===== src/rtl/refresh_pkg.sv =====
package refresh_pkg;
  typedef enum logic {
    MODE_SPREAD = 1'b0,
    MODE_BURST  = 1'b1
  } rfsh_mode_e;

  // Cycles between spread-mode requests
  function automatic int unsigned interval_cycles(input int unsigned clk_mhz,
                                                  input int unsigned ret_us,
                                                  input int unsigned rows);
    return (clk_mhz * ret_us) / rows;
  endfunction
endpackage


===== src/rtl/rfsh_divider.sv =====
// Counts enabled cycles and pulses tick_o on the last one of every LIMIT.
module rfsh_divider #(
  parameter int unsigned LIMIT = 8
) (
  input  logic clk,
  input  logic rst,
  input  logic en_i,
  output logic tick_o
);
  localparam int unsigned CW = (LIMIT > 1) ? $clog2(LIMIT) : 1;

  logic [CW-1:0] cnt_q;
  logic          at_end;

  assign at_end = (cnt_q == CW'(LIMIT - 1));
  assign tick_o = en_i && at_end;

  always_ff @(posedge clk) begin
    if (rst) begin
      cnt_q <= '0;
    end else if (en_i) begin
      cnt_q <= at_end ? '0 : cnt_q + 1'b1;
    end
  end
endmodule


===== src/rtl/rfsh_row_ctr.sv =====
// Next-row pointer with wrap at ROWS-1.
module rfsh_row_ctr #(
  parameter int unsigned ROWS  = 512,
  localparam int unsigned RW   = $clog2(ROWS)
) (
  input  logic          clk,
  input  logic          rst,
  input  logic          adv_i,
  output logic [RW-1:0] row_o
);
  always_ff @(posedge clk) begin
    if (rst) begin
      row_o <= '0;
    end else if (adv_i) begin
      row_o <= (row_o == RW'(ROWS - 1)) ? '0 : row_o + 1'b1;
    end
  end
endmodule


===== src/rtl/refresh_sched.sv =====
module refresh_sched
  import refresh_pkg::*;
#(
  parameter int unsigned CLK_MHZ      = 100,
  parameter int unsigned RETENTION_US = 8000,
  parameter int unsigned ROWS         = 512,
  localparam int unsigned RW          = $clog2(ROWS)
) (
  input  logic          clk,
  input  logic          rst,
  input  logic          burst_mode,
  input  logic          rfsh_ack,
  input  logic          ovr_clr,
  output logic          rfsh_req,
  output logic [RW-1:0] row_addr,
  output logic          overrun
);
  localparam int unsigned INTERVAL = interval_cycles(CLK_MHZ, RETENTION_US, ROWS);
  localparam int unsigned LW       = $clog2(ROWS + 1);

  logic          iv_tick, per_tick;
  logic          accept, start_spread, start_burst, start, clash;
  logic [LW-1:0] left_q, left_dec, left_nxt;
  rfsh_mode_e    mode;

  assign mode = rfsh_mode_e'(burst_mode);

  // One tick per row interval
  rfsh_divider #(.LIMIT(INTERVAL)) u_iv (
    .clk(clk), .rst(rst), .en_i(1'b1), .tick_o(iv_tick)
  );

  // One tick per retention period (ROWS intervals)
  rfsh_divider #(.LIMIT(ROWS)) u_per (
    .clk(clk), .rst(rst), .en_i(iv_tick), .tick_o(per_tick)
  );

  assign accept       = rfsh_req && rfsh_ack;
  assign start_spread = iv_tick  && (mode == MODE_SPREAD);
  assign start_burst  = per_tick && (mode == MODE_BURST);
  assign start        = start_spread || start_burst;

  always_comb begin
    left_dec = accept ? left_q - 1'b1 : left_q;
    clash    = start && (left_dec != '0);
    left_nxt = left_dec;
    if (start && !clash) begin
      left_nxt = start_burst ? LW'(ROWS) : LW'(1);
    end
  end

  always_ff @(posedge clk) begin
    if (rst) begin
      left_q   <= '0;
      rfsh_req <= 1'b0;
      overrun  <= 1'b0;
    end else begin
      left_q   <= left_nxt;
      rfsh_req <= (left_nxt != '0);
      overrun  <= clash || (overrun && !ovr_clr);
    end
  end

  rfsh_row_ctr #(.ROWS(ROWS)) u_row (
    .clk(clk), .rst(rst), .adv_i(accept), .row_o(row_addr)
  );
endmodule


===== config.mk =====
export PLATFORM = sky130hd
export DESIGN_NAME = refresh_sched
export DESIGN_NICKNAME = d
export VERILOG_FILES = /design/src/rtl/refresh_pkg.sv /design/src/rtl/rfsh_divider.sv /design/src/rtl/rfsh_row_ctr.sv /design/src/rtl/refresh_sched.sv
export SDC_FILE = /design/constraint.sdc
export NUM_CORES = 1
export LEC_CHECK = 0
export BUFFER_PORTS_ARGS = -buffer_cell sky130_fd_sc_hd__buf_2
export CORE_MARGIN = 2
export CORE_UTILIZATION = 59
export CTS_BUF_LIST = sky130_fd_sc_hd__clkbuf_4 sky130_fd_sc_hd__clkbuf_8 sky130_fd_sc_hd__clkbuf_16
export CTS_CLUSTER_SIZE = 25
export DETAILED_ROUTE_END_ITERATION = 6
export PLACE_DENSITY = 0.79
export SLEW_MARGIN = 20
export SYNTH_ARGS = -nofsm -noshare
export SYNTH_HDL_FRONTEND = slang
export SYNTH_SLANG_ARGS = --single-unit

===== constraint.sdc =====
create_clock -name clk -period 2.4 [get_ports clk]
set_clock_uncertainty 0.15 [all_clocks]
set_input_delay 0 -clock clk [delete_from_list [all_inputs] [get_ports clk]]
set_output_delay 0 -clock clk [all_outputs]
set_load 0.01 [all_outputs]

# Word level (Yosys, flattened, before mapping)
# Index checks and enable logic that the tools add are counted.
# word_totals
regBits,41
in_bits,5
output_inout_bits,11
wordCells,33
# op_classes
n_addsub,4
eq_ne,3
mux,5
bitwise_logic,1
reduce_logical,14
# op_table
cell,count
$mux 10,3
$reduce_bool 10->1,2
$add 9x1->9 const B,2
$eq 9x9->1 const B,2
$mux 9,2
$add 11x1->11 const B,1
$eq 11x11->1 const B,1
$sub 10x1->10 const B,1
$logic_and 1x1->1,7
$logic_not 1->1,2
$logic_or 1x1->1,2
$reduce_or 2->1,1
$not 1->1,1

# Depth between registers and ports, before layout
# Gate-level depths: netlist (run 1).
# logic_depth
ltp_word,9
mapped_depth,9
mapped_depth_nobuf,8

# Modules after synthesis
# From an unflattened synthesis (run 1), not the netlist that was laid out.
# hier_totals
hier_cells,231
hier_area_um2,2120.8
# by_module_without_submodules
module,instances,cells_per_inst,area_per_inst_um2,seq_area_each_um2
refresh_sched,1,78,695.7,240.2
rfsh_divider at u_iv,1,60,554.3,220.2
rfsh_divider at u_per,1,48,446.7,180.2
rfsh_row_ctr,1,45,424.2,180.2

# Worst setup path after synthesis (run 1)
# No wires, ideal clock.
# synth_timing
path_type,reg-to-reg
from,reg left_q[0]
to,reg overrun
setup_ps,115
t_arrival_ps,1738
required_time_ps,2135
slack_ps,396
stages_incl_launch_ff,10
path_buffers,1
period_less_slack_ps,2004
cell_sequence,dfxtp_1 -> buf_2 -> inv_1 -> ha_1 -> nor3b_2 -> xnor2_1 -> a41oi_1 -> a21oi_1 -> nand4_2 -> a31o_1
# synth_between
elab_chain_cells,5
# synth_rtl
item,line_no,text
"start, declared",refresh_sched.sv:23,"logic [LW-1:0] left_q, left_dec, left_nxt;"
"start signal, assigned",refresh_sched.sv:58,left_q <= left_nxt;
$sub 10x1->10,refresh_sched.sv:44,left_dec = accept ? left_q - 1'b1 : left_q;
$mux 10 *,refresh_sched.sv:44,
$reduce_bool 10->1 *,refresh_sched.sv:45,clash = start && (left_dec != '0);
$logic_and 1x1->1 *,refresh_sched.sv:45,
$logic_or 1x1->1 *,refresh_sched.sv:60,overrun <= clash || (overrun && !ovr_clr);
"end signal, assigned",refresh_sched.sv:60,
"end, declared",refresh_sched.sv:16,output logic overrun
# Mark *: on every way between the ends. The rest lies on a longest branch, timed or not.
# A chain may end at the register's enable or synchronous reset.

# Worst setup path after layout (run 1)
# layout_timing
from,reg left_q[1]
to,reg overrun
# Same word-level chain as after synthesis.

==> results of run 1 <==
[power by group]
part,internal (mW),switching [mW],leakage [nW]
Clock,0.322,0.223,0.0552
Sequential,0.761,0.130,0.333
Combinational,0.298,0.337,0.518
Total,1.38,0.690,0.906
[worst max-delay path by stage]
| stage | to | depth (start not counted) | from | slack, ns |
|---|---|---|---|---|
| final | overrun | 8 | left_q[1] | 0.24 |
| after global routing | overrun | 8 | left_q[1] | 0.02 |
| after CTS | overrun | 8 | left_q[1] | 0.23 |
| after detailed placement | overrun | 8 | left_q[1] | 0.26 |
| after floorplan | overrun | 9 | left_q[0] | 0.40 |
| after global placement | overrun | 8 | left_q[1] | 0.34 |
[cells in the final DEF, fill, tap and decap left out, types with 2 or more instances in the layout]
| master | n |
|---|---|
| or3_1 | 2 |
| ha_1 | 7 |
| and3_1 | 5 |
| nor4_1 | 3 |
| bufinv_16 | 2 |
| nand4_1 | 6 |
| nor3_1 | 4 |
| nand2_1 | 23 |
| nand3b_1 | 2 |
| nand4_2 | 2 |
| nor4b_2 | 2 |
| nand3_1 | 14 |
| o22ai_1 | 3 |
| clkbuf_4 | 5 |
| nor2_1 | 39 |
| dlygate4sd3_1 | 4 |
| xor2_1 | 19 |
| dfxtp_1 | 41 |
| o21ai_0 | 3 |
| inv_1 | 7 |
| a21oi_1 | 8 |
| buf_4 | 2 |
| buf_2 | 15 |
| o211ai_1 | 2 |
| xnor2_1 | 12 |
[through the flow]
| step | power, mW | std cells |
|---|---|---|
| after floorplan | 1.43 | 232 |
| after global placement | 1.52 | 287 |
| after detailed placement | 1.53 | 287 |
| after CTS | 2.08 | 299 |
| after global routing | 2.22 | 299 |
| final | 2.07 | 299 |
[cells by family after synthesis]
group | count (synthesis)
compound gates | 22
xor+xnor | 31
fa+ha+maj | 7
buf+inv | 15
flops | 41
simple gates | 116
[layer usage]
| layer | GRT usage, % | vias up | share of wire, % |
|---|---|---|---|
| met5 | 0 | - | 0 |
| met4 | 8.33 | 0 | 2.3 |
| met3 | 5.77 | 9 | 2.4 |
| met2 | 33.9 | 13 | 47 |
| met1 | 26.7 | 713 | 48 |
| li1 | - | 833 | - |
[worst max-delay path: stages, from the launching register on]
cell	delay, ns
dfxtp_1	0.40
inv_1	0.08
ha_1	0.27
nor3b_2	0.30
xnor2_1	0.15
a41oi_1	0.13
a21oi_1	0.17
nand4_2	0.16
a31o_1	0.25
[final cells by class]
type | count | share of cell area, %
Multi-Input combinational cell | 176 | 49.9
Sequential cell | 41 | 36.2
Timing Repair Buffer | 21 | 5.74
Clock inverter | 3 | 2.87
Tap cell | 46 | 2.54
Clock buffer | 5 | 1.65
Inverter | 7 | 1.16
[sequential cells by signal, summed over array words and instances, names as in the netlist]
signal,count
overrun,1
left_q,10
u_row.row_o,9
rfsh_req,1
u_iv.cnt_q,11
u_per.cnt_q,9
==> results.json, run 1 <==
{
  "outcome": "complete, no violations",
  "routabilityCongestion": 0.847,
  "tns_ns": 0,
  "cts_root_buf": "clkbuf_4",
  "yosys.area_share.simple_pct": 31.1,
  "cp.required_ns": 2.51,
  "synthFlopType": "dfxtp_1",
  "syn_area_um2": 2040,
  "synth-xor-area-share_pct": 13.3,
  "yosys_warnings": 0,
  "cts_tree": "yes",
  "arrival_ns": 2.27,
  "fp.dieW_um": 62.8,
  "core_um2": 3340,
  "ys_ff_latch": 41,
  "cts_sinks": 41,
  "reg2reg_depth": 8,
  "fin_crit_ns": 2.16,
  "gr-usage-all-layers_pct": 21.0,
  "fp.dieArea_um2": 3940,
  "drive_gt1_share_pct": 15.4,
  "fmax_mhz": 464,
  "synth-edff-count": 0,
  "num_antenna_cells": 0,
  "ant_nets": 0,
  "viasPerCell": 5.24,
  "post_dp_cell_area_um2": 2130,
  "overflow": 0,
  "synth-compound-area-share_pct": 6.76,
  "post_cts_buffers": 0,
  "end_kind": "flip-flop",
  "grt_pass1_wl_um": 6640,
  "wl_um": 3620,
  "yosysSeqAreaShare_pct": 40.3,
  "whs_ns": 0.336,
  "synth_common_cells": "dfxtp_1 (41), nor2_1 (39), nand2_1 (23)",
  "stdcell_area_um2": 2270,
  "cp-start-kind": "flip-flop",
  "min_path_type": "input pin to flip-flop",
  "hp-start": "burst_mode",
  "fin_ws_ns": 0.244,
  "ios": 16,
  "cts_max_level": 2,
  "rsz0062_at_grt": "no",
  "netlist_instances": 232,
  "synthMuxAreaShare_pct": 0,
  "final_util_pct": 68.0,
  "async_reset_ff_share_pct": 0,
  "seqCellArea_um2": 821,
  "grt_max_degree": 16,
  "synth.distinct_cells": 44,
  "synth_fp_nets": 244,
  "synth_top_family_by_area": "simple AND/OR/NAND/NOR gates",
  "maxCapViolCount": 0,
  "synth.avg_cell_area_um2": 8.78,
  "synth_top_area_share_pct": 40.3,
  "cts_inserted_buffers": 5,
  "grt_pass1_vias": 1531,
  "rows": 21,
  "clk_pin_slew_ns": 0.12,
  "drv_slew": 0,
  "cts_buffer_depth": 2,
  "setup_violations": 0,
  "power_density_nw_per_um2": 913,
  "report.final.hold_viol_count": 0,
  "timing.rr.end": "overrun",
  "io_buffers": 15,
  "fin_nets": 264,
  "wl_per_cell_um": 12.1,
  "p_leak_nw": 0.906,
  "initial_core_util_pct": 61.0,
  "synth_adder_area_share_pct": 4.30,
  "antenna_found_initial": 0,
  "synthTopCellsByArea": "dfxtp_1 (40%), xor2_1 (8.2%), nor2_1 (7.2%), xnor2_1 (5.2%), ha_1 (4.3%)",
  "multi_input_area_um2": 1130,
  "first_pass_iters": 4,
  "clock_latency_ns": 0.36,
  "ctsHoldBuffers": 4,
  "tightestPinTransition_ns": 0.408,
  "yosys.area.top_type": "dfxtp_1",
  "cts_resized": 0,
  "pre_cts_ws_ns": 0.256,
  "die_h_um": 62.8,
  "fillers": 294,
  "via_count": 1568,
  "drcViolationCount": 0,
  "synth_most_common_cell": "dfxtp_1",
  "peakVddDrop_mv": 0.378,
  "cp_max_fo": 8,
  "dp_hpwl_um": 2500,
  "drt_iter0_drc": 102,
  "max_slew_margin_pct": 72.8,
  "hold_end": "left_q[0]",
  "hold_path_depth": 5,
  "finalCritPeriodShare_pct": 89.8,
  "r2r_slack_ns": 0.24,
  "areaGrowthSynthToFinish_pct": 11.4,
  "path_class": "flip-flop to flip-flop",
  "reg2reg_from": "left_q[1]"
}
(Power assumes the default switching activity.)
==> run 2: changes to the inputs <==
--- a/config.mk
+++ b/config.mk
@@ -5,13 +5,14 @@
 export SDC_FILE = /design/constraint.sdc
 export NUM_CORES = 1
 export LEC_CHECK = 0
-export BUFFER_PORTS_ARGS = -buffer_cell sky130_fd_sc_hd__buf_2
+export ABC_CLOCK_PERIOD_IN_PS = 2400
 export CORE_MARGIN = 2
-export CORE_UTILIZATION = 59
+export CORE_UTILIZATION = 60
 export CTS_BUF_LIST = sky130_fd_sc_hd__clkbuf_4 sky130_fd_sc_hd__clkbuf_8 sky130_fd_sc_hd__clkbuf_16
 export CTS_CLUSTER_SIZE = 25
 export DETAILED_ROUTE_END_ITERATION = 6
-export PLACE_DENSITY = 0.79
+export DONT_BUFFER_PORTS = 1
+export PLACE_DENSITY = 0.76
 export SLEW_MARGIN = 20
 export SYNTH_ARGS = -nofsm -noshare
 export SYNTH_HDL_FRONTEND = slang
==> results.json, run 2 (synthesis results as in run 1) <==
{
  "rows": 21,
  "gr-usage-all-layers_pct": 20.7,
  "drcViolationCount": 0,
  "cpLargestDelayFamily": "compound AO/OA/AOI/OAI gates",
  "grt_pass1_wl_um": 6360,
  "post_cts_buffers": 0,
  "drt_iter0_drc": 125,
  "top_register": "u_iv.cnt_q",
  "min_path_type": "input pin to flip-flop",
  "peakVddDrop_mv": 0.494,
  "final_cell_mix": "dfxtp_1 (41), nor2_1 (39), nand2_1 (23), xor2_1 (19), nand3_1 (14)",
  "drv_slew": 0,
  "cts_max_level": 2,
  "r2r_slack_ns": 0.20,
  "tightestPinTransition_ns": 0.549,
  "seqCellArea_um2": 821,
  "p_leak_nw": 0.821,
  "fin_nets": 250,
  "clock_latency_ns": 0.36,
  "finalCritPeriodShare_pct": 91.5,
  "wl_um": 3600,
  "arrival_ns": 2.31,
  "post_dp_cell_area_um2": 2050,
  "cts_buffer_depth": 2,
  "crit_path_top_delay_cell": "dfxtp_1",
  "overflow": 0,
  "fp.dieArea_um2": 3880,
  "path_class": "flip-flop to flip-flop",
  "path_cells": "inv_1, ha_1, nor3b_2, xnor2_1, a41oi_1, a21oi_1, nand4_2, a31o_1",
  "core_um2": 3310,
  "fp.dieW_um": 62.3,
  "setup_violations": 0,
  "max_slew_margin_pct": 63.3,
  "io_buffers": 0,
  "end_kind": "flip-flop",
  "final_util_pct": 65.4,
  "wl_per_cell_um": 12.6,
  "fmax_mhz": 455,
  "cts_inserted_buffers": 5,
  "report.final.hold_viol_count": 0,
  "slowest_delay_ns": 0.40,
  "stdcell_area_um2": 2170,
  "clk_pin_slew_ns": 0.13,
  "cp_max_fo": 8,
  "die_h_um": 62.3,
  "areaGrowthSynthToFinish_pct": 6.33,
  "crit_buf_inv": 1,
  "multi_input_area_um2": 1130,
  "grt_max_degree": 16,
  "drive_gt1_share_pct": 10.0,
  "ctsHoldBuffers": 5,
  "cts_root_buf": "clkbuf_4",
  "num_antenna_cells": 0,
  "rsz0062_at_grt": "no",
  "fillers": 287,
  "initial_core_util_pct": 61.5,
  "largest_register_ffs": 11,
  "reg_top3": "u_iv.cnt_q x11, left_q x10",
  "cp-start-kind": "flip-flop",
  "routabilityCongestion": 0.930,
  "ios": 16,
  "power.total_mw": 1.89,
  "tns_ns": 0,
  "dp_hpwl_um": 2490,
  "cts_tree": "yes",
  "viasPerCell": 5.46,
  "power_density_nw_per_um2": 874,
  "antenna_found_initial": 0,
  "outcome": "complete, no violations",
  "cts_resized": 0,
  "grt_pass1_vias": 1496,
  "maxCapViolCount": 0,
  "final_common_cell": "dfxtp_1",
  "first_pass_iters": 4,
  "cts_sinks": 41,
  "cp.required_ns": 2.52,
  "whs_ns": 0.0732,
  "fin_crit_ns": 2.20,
  "via_count": 1557,
  "ant_nets": 0
}
==> run 2: per-stage QoR <==
stage,setup slack [ns],instances
2_1_floorplan,0.396,232
3_3_place_gp,0.335,272
3_5_place_dp,0.235,272
4_1_cts,0.199,285
5_1_grt,0.0556,285
6_report,0.204,285
==> run 2: final cells by class <==
class	instances	area share, %
well taps	46	2.66
repair buffers	7	3.00
multi-input cells	176	52.2
inverters	7	1.21
flip-flops and latches	41	37.9
clock inverters	2	0.635
clock buffers	6	2.37
==> run 2: worst paths after layout <==
check,cells after the start,startpoint,to
worst min register to register,2,u_per.cnt_q[8],u_per.cnt_q[8]
worst max register to register,8,left_q[1],overrun
worst max-delay path,8,left_q[1],overrun
worst min-delay path,4,rfsh_ack,left_q[2]
==> run 2: metal layers <==
| layer | global-route usage [%] | wire length (um) | vias up |
|---|---|---|---|
| li1 | - | - | 808 |
| met1 | 23.3 | 1720 | 718 |
| met2 | 34.8 | 1650 | 22 |
| met3 | 7.97 | 164 | 9 |
| met4 | 9.17 | 69 | 0 |
| met5 | 0 | 0 | - |
==> run 2: power by group <==
part	internal (mW)	total [mW]	switching, mW
combinational	0.286	0.617	0.331
clock	0.143	0.378	0.235
sequential	0.761	0.899	0.138
total	1.19	1.89	0.704
==> run 2: worst reg2reg max path: stages (launching register included) <==
cell	delay [ns]
dfxtp_1	0.40
inv_1	0.09
ha_1	0.27
nor3b_2	0.31
xnor2_1	0.15
a41oi_1	0.12
a21oi_1	0.19
nand4_2	0.17
a31o_1	0.24
==> run 3: changes to the inputs <==
--- a/config.mk
+++ b/config.mk
@@ -5,7 +5,7 @@
 export SDC_FILE = /design/constraint.sdc
 export NUM_CORES = 1
 export LEC_CHECK = 0
-export ABC_CLOCK_PERIOD_IN_PS = 2400
+export ABC_CLOCK_PERIOD_IN_PS = 2600
 export CORE_MARGIN = 2
 export CORE_UTILIZATION = 60
 export CTS_BUF_LIST = sky130_fd_sc_hd__clkbuf_4 sky130_fd_sc_hd__clkbuf_8 sky130_fd_sc_hd__clkbuf_16
@@ -13,6 +13,7 @@
 export DETAILED_ROUTE_END_ITERATION = 6
 export DONT_BUFFER_PORTS = 1
 export PLACE_DENSITY = 0.76
+export RECOVER_POWER = 25
 export SLEW_MARGIN = 20
 export SYNTH_ARGS = -nofsm -noshare
 export SYNTH_HDL_FRONTEND = slang
==> constraint.sdc (replaced) <==
create_clock -name clk -period 2.6 [get_ports clk]
set_clock_uncertainty 0.15 [all_clocks]
set_input_delay 0 -clock clk [delete_from_list [all_inputs] [get_ports clk]]
set_output_delay 0 -clock clk [all_outputs]
set_load 0.01 [all_outputs]
==> results.json, run 3 (synthesis results as in run 1) <==
{
  "cp-start-kind": "flip-flop",
  "cell_internal_pwr_mw": 1.16,
  "maxCapViolCount": 0,
  "grt_max_degree": 16,
  "dp_hpwl_um": 2480,
  "io_buffers": 0,
  "p_switching_mw": 0.652,
  "setup_violations": 0,
  "cp.required_ns": 2.73,
  "die_h_um": 62.3,
  "tightestPinTransition_ns": 0.559,
  "clk_pin_slew_ns": 0.13,
  "drcViolationCount": 0,
  "pre_cts_ws_ns": 0.397,
  "outcome": "complete, no violations",
  "fp.dieArea_um2": 3880,
  "comb_power_share_pct": 30.0,
  "ios": 16,
  "arrival_ns": 2.34,
  "reg_top3": "u_iv.cnt_q x11, left_q x10",
  "tns_ns": 0,
  "cts_tree": "yes",
  "finalCritPeriodShare_pct": 85.0,
  "fillers": 278,
  "core_um2": 3310,
  "startpoint": "left_q[0]",
  "wl_met3_um": 171,
  "fmax_mhz": 453,
  "drv_slew": 0,
  "areaGrowthSynthToFinish_pct": 6.88,
  "route.met2.wl_um": 1730,
  "final_cell_mix": "dfxtp_1 (41), nor2_1 (39), nand2_1 (23), xor2_1 (19), nand3_1 (14)",
  "initial_core_util_pct": 61.5,
  "final_common_cell": "dfxtp_1",
  "cts_buffer_depth": 2,
  "p_clk_share_pct": 23.8,
  "drive_gt1_share_pct": 9.66,
  "viasPerCell": 5.36,
  "p_leak_nw": 0.819,
  "routabilityCongestion": 0.868,
  "top_register": "u_iv.cnt_q",
  "power_density_nw_per_um2": 834,
  "reg2reg_depth": 8,
  "fin_nets": 249,
  "cts_resized": 0,
  "peakVddDrop_mv": 0.460,
  "rows": 21,
  "wl_um": 3630,
  "cts_root_buf": "clkbuf_4",
  "rsz0062_at_grt": "no",
  "wl_per_cell_um": 12.8,
  "report.final.hold_viol_count": 0,
  "grt_pass1_wl_um": 6520,
  "overflow": 0,
  "via_count": 1522,
  "end_kind": "flip-flop",
  "cts_sinks": 41,
  "post_cts_buffers": 0,
  "path_class": "flip-flop to flip-flop",
  "fin_crit_ns": 2.21,
  "cts_inserted_buffers": 5,
  "reg2reg_from": "left_q[0]",
  "min_path_type": "input pin to flip-flop",
  "clock_latency_ns": 0.37,
  "drt_iter0_drc": 70,
  "wl_met1_um": 1670,
  "grt_pass1_vias": 1439,
  "first_pass_iters": 4,
  "highest_layer": "met4",
  "largest_register_ffs": 11,
  "cts_max_level": 2,
  "hp-start": "rfsh_ack",
  "dp_cells": 271,
  "antenna_found_initial": 0,
  "final_cell_count_no_fill": 284,
  "gr-usage-all-layers_pct": 21.4,
  "fin_ws_ns": 0.391,
  "cp_max_fo": 8,
  "switching_share_pct": 35.9,
  "num_antenna_cells": 0,
  "hold_path_depth": 3,
  "max_slew_margin_pct": 62.6,
  "fp.dieW_um": 62.3,
  "seq_power_share_pct": 46.2,
  "ant_nets": 0
}
run 3: changes by cell type in the layout (fill, tap and decap cells not counted), sizes merged:
cell      before  now
clkinv         2    1
clkinvlp       0    1
buf            2    1
bufinv         0    1
clkbuf         6    5
run 3: worst max-delay path, cell delays in order (launching register included):
cell and delay, ns:
dfxtp_1 0.42, inv_1 0.09, ha_1 0.28, nor3b_2 0.32, xnor2_1 0.16, a41oi_1 0.12
a21oi_1 0.18, nand4_2 0.16, a31o_1 0.25
run 3: layout make-up:
type,count,area (um2),share of cell area [%]
multi-input combinational,176,1130,52.0
inverter,7,26.3,1.21
clock buffer,5,37.5,1.72
tap,46,57.6,2.64
timing repair buffer,6,57.6,2.64
clock inverter,3,46.3,2.13
sequential,41,821,37.7
run 3: path summary, 6_finish.rpt:
path,endpoint,slack [ns]
min reg2reg,u_per.cnt_q[8],0.34
max,overrun,0.39
min,left_q[0],0.07
max reg2reg,overrun,0.39
run 3: layer usage:
metal | vias up | GRT usage [%]
met4 | 0 | 7.50
met5 | - | 0
met3 | 6 | 7.25
met2 | 24 | 34.9
met1 | 686 | 26.4
li1 | 806 | -
run 3: timing repair:
item,4_1_cts,5_1_grt
hold buffers,5,0
endpoints found under the setup margin,0,0
endpoints found under the hold margin,34,0
run 3: power groups by stage:
stage / sequential (mW) / combinational (mW) / clock [mW]
2_1_floorplan: 0.797 / 0.526 / 0
3_3_place_gp: 0.851 / 0.528 / 0
3_5_place_dp: 0.853 / 0.535 / 0
4_1_cts: 0.838 / 0.548 / 0.443
5_1_grt: 0.855 / 0.614 / 0.465
6_report: 0.839 / 0.545 / 0.432
run 3: per-stage QoR:
stage	hold slack [ns]	power [mW]	util [%]	instance area, um2
4_1_cts	0.0581	1.83	65.8	2180
3_5_place_dp	-0.0752	1.39	61.7	2040
5_1_grt	0.108	1.93	65.8	2180
2_1_floorplan	-0.0809	1.32	-	2040
6_report	0.0651	1.81	65.8	2180
3_3_place_gp	-0.0775	1.38	61.7	2040
